===== src/rtl/nand_page_reader.sv =====
module nand_page_reader #(
  parameter int BLK_W       = 12,
  parameter int PG_W        = 8,
  parameter int MAIN_BYTES  = 512,
  parameter int SPARE_BYTES = 16,
  parameter int TMO_CYC     = 4096
) (
  input  logic             clk,
  input  logic             rst_n,
  input  logic             start,
  input  logic [1:0]       op,
  input  logic [BLK_W-1:0] blk,
  input  logic [PG_W-1:0]  pg,
  input  logic [23:0]      ecc_ref,
  output logic             busy,
  output logic             done,
  output logic             pass,
  output logic             out_valid,
  output logic [7:0]       out_data,
  output logic             nf_ce_n,
  output logic             nf_cmd_stb,
  output logic             nf_addr_stb,
  output logic             nf_rd_stb,
  output logic [7:0]       nf_io_out,
  input  logic [7:0]       nf_io_in,
  input  logic             nf_rdy
);
  localparam int TOTAL = MAIN_BYTES + SPARE_BYTES;
  localparam int CNT_W = $clog2(TOTAL);
  localparam int TMO_W = (TMO_CYC > 1) ? $clog2(TMO_CYC) : 1;
  localparam logic [1:0] OP_RST  = 2'b00;
  localparam logic [1:0] OP_READ = 2'b01;
  localparam logic [1:0] OP_BAD  = 2'b10;
  localparam logic [7:0] COL_BAD = 8'((MAIN_BYTES + 5) & 15);

  typedef enum logic [2:0] {S_IDLE, S_CMD, S_ADDR, S_WAIT, S_DATA} st_t;

  st_t              st;
  logic [1:0]       op_q;
  logic [23:0]      row_q;
  logic [1:0]       aidx;
  logic [CNT_W-1:0] cnt;
  logic [TMO_W-1:0] tmr;
  logic             rdy_q;
  logic [23:0]      spare_q;
  logic [7:0]       cmd_byte;
  logic [7:0]       addr_byte;

  wire go       = start && (op != 2'b11) && (st == S_IDLE);
  wire rdy_rise = nf_rdy && !rdy_q;
  wire [CNT_W-1:0] last_idx = (op_q == OP_READ) ? CNT_W'(TOTAL - 1) : '0;

  assign cmd_byte = (op_q == OP_RST) ? 8'hFF : (op_q == OP_BAD) ? 8'h50 : 8'h00;

  always_comb begin
    case (aidx)
      2'd0:    addr_byte = (op_q == OP_BAD) ? COL_BAD : 8'h00;
      2'd1:    addr_byte = row_q[7:0];
      2'd2:    addr_byte = row_q[15:8];
      default: addr_byte = row_q[23:16];
    endcase
  end

  assign busy        = (st != S_IDLE);
  assign nf_cmd_stb  = (st == S_CMD);
  assign nf_addr_stb = (st == S_ADDR);
  assign nf_rd_stb   = (st == S_DATA);
  assign nf_io_out   = (st == S_CMD) ? cmd_byte : (st == S_ADDR) ? addr_byte : 8'h00;

  always_ff @(posedge clk or negedge rst_n) begin
    if (!rst_n) begin
      st        <= S_IDLE;
      op_q      <= OP_RST;
      row_q     <= '0;
      aidx      <= '0;
      cnt       <= '0;
      tmr       <= '0;
      rdy_q     <= 1'b1;
      spare_q   <= '0;
      nf_ce_n   <= 1'b1;
      done      <= 1'b0;
      pass      <= 1'b0;
      out_valid <= 1'b0;
      out_data  <= '0;
    end else begin
      rdy_q     <= nf_rdy;
      done      <= 1'b0;
      out_valid <= 1'b0;
      case (st)
        S_IDLE: if (go) begin
          st      <= S_CMD;
          op_q    <= op;
          row_q   <= (op == OP_BAD) ? 24'({blk, 5'd0}) : 24'({blk, pg[4:0]});
          nf_ce_n <= 1'b0;
        end
        S_CMD: begin
          aidx <= '0;
          tmr  <= '0;
          st   <= (op_q == OP_RST) ? S_WAIT : S_ADDR;
        end
        S_ADDR: begin
          aidx <= aidx + 2'd1;
          if (aidx == 2'd3) st <= S_WAIT;
        end
        S_WAIT: begin
          if (rdy_rise) begin
            if (op_q == OP_RST) begin
              st      <= S_IDLE;
              nf_ce_n <= 1'b1;
              done    <= 1'b1;
              pass    <= 1'b1;
            end else begin
              st  <= S_DATA;
              cnt <= '0;
            end
          end else if (tmr == TMO_W'(TMO_CYC - 1)) begin
            st      <= S_IDLE;
            nf_ce_n <= 1'b1;
            done    <= 1'b1;
            pass    <= 1'b0;
          end else begin
            tmr <= tmr + 1'b1;
          end
        end
        S_DATA: begin
          cnt <= cnt + 1'b1;
          if (op_q == OP_READ && cnt < CNT_W'(MAIN_BYTES)) begin
            out_valid <= 1'b1;
            out_data  <= nf_io_in;
          end
          for (int k = 0; k < 3; k++)
            if (op_q == OP_READ && cnt == CNT_W'(MAIN_BYTES + k)) spare_q[8*k +: 8] <= nf_io_in;
          if (cnt == last_idx) begin
            st      <= S_IDLE;
            nf_ce_n <= 1'b1;
            done    <= 1'b1;
            pass    <= (op_q == OP_READ) ? (spare_q == ecc_ref) : (nf_io_in == 8'hFF);
          end
        end
        default: st <= S_IDLE;
      endcase
    end
  end


  idle_ce_chk: assert property (@(posedge clk) disable iff (!rst_n) !busy |-> nf_ce_n);

  done_pulse_chk: assert property (@(posedge clk) disable iff (!rst_n) done |=> !done);

  out_after_read_chk: assert property (@(posedge clk) disable iff (!rst_n) out_valid |-> $past(nf_rd_stb));

  read_under_ce_chk: assert property (@(posedge clk) disable iff (!rst_n) nf_rd_stb |-> !nf_ce_n);

  read_after_rise_chk: assert property (@(posedge clk) disable iff (!rst_n)
    (nf_rd_stb && !$past(nf_rd_stb)) |-> ($past(nf_rdy) && !$past(nf_rdy, 2)));

  done_releases_chk: assert property (@(posedge clk) disable iff (!rst_n) done |-> (nf_ce_n && !busy));
endmodule


===== config.mk =====
export PLATFORM = sky130hd
export DESIGN_NAME = nand_page_reader
export DESIGN_NICKNAME = d
export VERILOG_FILES = /design/src/rtl/nand_page_reader.sv
export SDC_FILE = /design/constraint.sdc
export NUM_CORES = 1
export LEC_CHECK = 0
export ABC_AREA = 0
export BUFFER_PORTS_ARGS = -buffer_cell sky130_fd_sc_hd__buf_4
export CAP_MARGIN = 25
export CORE_AREA = 10 10 130 132
export CTS_BUF_LIST = sky130_fd_sc_hd__clkbuf_16
export DETAILED_ROUTE_END_ITERATION = 16
export DIE_AREA = 0 0 140 142
export GPL_TIMING_DRIVEN = 0
export PLACE_DENSITY = 0.49
export SLEW_MARGIN = 20
export SYNTH_ARGS = -nofsm -noshare
export SYNTH_HDL_FRONTEND = slang
export SYNTH_SLANG_ARGS = --single-unit

===== constraint.sdc =====
create_clock -name clk -period 1.9 [get_ports clk]
set_input_delay 0.285 -clock clk [delete_from_list [all_inputs] [get_ports clk]]
set_output_delay 0.285 -clock clk [all_outputs]
set_load 0.005 [all_outputs]

==> flow_summary.yaml <==
floorplan:
  io_pins: 82
  num_rows: 44
  core_um2: 14300
  die-area_um2: 19900
  die-height_um: 142
  fp.dieW_um: 140
  initial_core_util: 0.293
cells_and_area:
  final_cell_mix: "buf_4, dfrtp_1, mux2_2"
  fin_area_um2: 5650
  final_cells: 664
  antennaDiodeCount: 0
  layout.cells.most_common: "buf_4"
  nNetsFinal: 543
  drive_gt1_frac: 0.446
  synthToLayoutAreaGrowth_pct: 34.9
synthesis:
  syn_inst: 370
  synth_cell_types: 53
  synth_compound_area_frac: 0.0765
  synth_top_family_by_area: "simple AND/OR/NAND/NOR gates"
  synthFlopType: "dfrtp_1"
  synth-seq-area-share: 0.496
  synthAdderAreaFrac: 0.0299
  synthArstFlopShare: 1.00
  syn-num-nets: 438
  synthMuxAreaShare: 0.134
  synth_area_leaders: "dfrtp_1, mux2_2, xnor2_1"
  synth_top_area_cell: "dfrtp_1"
  synthXorXnorAreaFrac: 0.0815
  synth_top_area_frac: 0.484
  syn_avg_cell_area_um2: 11.3
  yosys.area_share.simple: 0.152
  syn-cell-area_um2: 4190
  synth-seq-cells: 83
  synth_edf_count: 0
  yosys_warnings: 0
route:
  wl_met1_mm: 4.90
  dr_wl_met3_um: 473
  dr_wl_met2_mm: 4.93
  wl_per_cell_um: 15.8
  top_layer: "met4"
  ant_nets: 0
  via_per_inst: 4.64
  drt_pass1_iterations: 4
  drc: 0
  vias: 3078
  routed_wl_mm: 10.5
  drt_iter0_drc: 155
worst_setup_path:
  crit_path_end_kind: "primary output"
  rr_worst_depth: 5
  arrival_ns: 1.65
  worstSetupPathType: "reg2out"
  crit_fanout: 5
  r2r-end: "pass$_DFFE_PN0P_"
  r2r_setup_slack_ns: 0.05
  start_kind: "flip-flop"
  timing.rr.start: "cnt[0]$_DFFE_PN0P_"
  required_ns: 1.62
clock_tree:
  htree_levels: 3
  clkSlewWorstSetupHoldPaths_ns: 0.06
  root_buffer: "clkbuf_16"
  cts.sinks: 83
  clock_path_buffers: 2
  cts_tree: "yes"
  numCtsBuffers: 9
  clk_latency_ns: 0.34
global_routing:
  antenna_found_initial: 0
  overflow: 0
  grt_pass1_wl_mm: 17.3
  grt_pass1_vias: 3330
  grtUsageTotal: 0.108
  grt_max_degree: 44
power_and_ir_drop:
  ir_drop_mv: 0.619
  total_leakage_power_nw: 2.51
  powerDensity_nw_per_um2: 1240
sta:
  fmax_ghz: 0.516
  fin_skew_ns: 0.00514
  grt_setup_unrepaired: "true"
  setup_viol_count_final: 5
  finalCriticalPeriod_ns: 1.94
  setup_tns_ns: -0.135
  hold-worst-slack_ns: 0.0638
  hold_violations: 0
  max-slew-margin-rel: 0.609
  fin_ws_ns: -0.0371
  slew_violations: 0
  finalCritPeriodShare: 1.02
  tightest_slew_ns: 0.586
worst_hold_path:
  min_path_cells: 1
  hold_path_end: "rdy_q$_DFF_PN1_"
  hold_class: "in2reg"
  worstHoldStart: "nf_rdy"
place:
  postPlaceCellArea_um2: 5030
  place_ws_ns: -0.101
  io_buffer_count: 78
  gp_congestion: 0.785
  dp_hpwl_mm: 7.82
  dp.cells: 633
status:
  violations: "setup timing"
  outcome: "finished, violations left"
job:
  cap_violations: 0
==> layer usage <==
metal | vias to the layer above | track usage
li1 | 1523 | -
met3 | 15 | 0.0317
met2 | 55 | 0.172
met1 | 1485 | 0.133
met4 | 0 | 0.0451
met5 | - | 0
==> layout make-up <==
type / count / area, um^2
clock inverters: 7 / 93.8
fillers: 1425 / 8660
well taps: 184 / 230
plain buffers: 9 / 73.8
inverters: 14 / 60.1
clock buffers: 9 / 225
flip-flops and latches: 83 / 2090
repair buffers: 96 / 743
multi-input cells: 262 / 2140
==> stage by stage <==
step / power [W] / util
after floorplan: 0.00386 / -
after global placement: 0.00464 / 0.350
after detailed placement: 0.00471 / 0.352
after CTS: 0.00680 / 0.381
after global routing: 0.00747 / 0.395
final: 0.00701 / 0.395
==> worst max-delay path: stages (launching register included) <==
cell	delay, ns
dfrtp_1	0.40
and2b_2	0.25
nand2b_4	0.07
or3_4	0.38
o21ai_2	0.08
buf_4	0.13
==> kinds of logic after synthesis <==
group	Yosys count
AO/OA/AOI/OAI	48
buffers and inverters	25
adder cells (fa/ha/maj)	10
multiplexers	50
flip-flops	83
AND/OR/NAND/NOR	115
XOR/XNOR	39
==> how the worst max path moves through the flow <==
| stage | from | end | slack [ns] | cells past startpoint |
|---|---|---|---|---|
| 2_1_floorplan | tmr[0]$_DFFE_PN0P_ | tmr[2]$_DFFE_PN0P_ | 0.20 | 7 |
| 3_3_place_gp | cnt[0]$_DFFE_PN0P_ | pass$_DFFE_PN0P_ | -0.09 | 5 |
| 4_1_cts | aidx[0]$_DFFE_PN0N_ | nf_io_out[0] | -0.09 | 5 |
| 5_1_grt | st[2]$_DFFE_PN0P_ | nf_io_out[5] | -0.11 | 5 |
| 6_report | st[2]$_DFFE_PN0P_ | nf_io_out[1] | -0.04 | 5 |
| 3_5_place_dp | cnt[0]$_DFFE_PN0P_ | pass$_DFFE_PN0P_ | -0.10 | 5 |
==> flip-flops by register name, summed over array words and instances (netlist names) <==
register and count:
out_data 8, st 3, nf_ce_n 1, done 1
row_q 17, cnt 10, aidx 2, op_q 2
spare_q 24, pass 1, rdy_q 1, out_valid 1
tmr 12
==> power by group <==
part | switching (W) | internal (W)
Combinational | 0.00120 | 0.00132
Sequential | 0.000383 | 0.00222
Clock | 0.000727 | 0.00115
Total | 0.00231 | 0.00470
==> what timing repair did <==
action / 4_1_cts / 5_1_grt
gates cloned: 0 / 0
setup endpoints to repair: 12 / 66
gates resized for setup: 20 / 35
buffers inserted: 7 / 9
pin swaps: 0 / 4
endpoints found under the hold margin: 41 / 0
hold buffers: 1 / 0
==> synthesized netlist by cell type (all sizes together), types with 3 or more instances <==
master / instances
dfrtp: 81
mux2: 47
xnor2: 34
nor2: 27
nand2: 25
inv: 14
o21ai: 14
nand4: 13
nand3: 12
ha: 10
nor3: 10
buf: 9
a22oi: 7
nand2b: 6
a21oi: 5
nor4: 5
or3: 5
xor2: 5
o22ai: 4
a22o: 3
mux2i: 3
(Power assumes the default switching activity.)
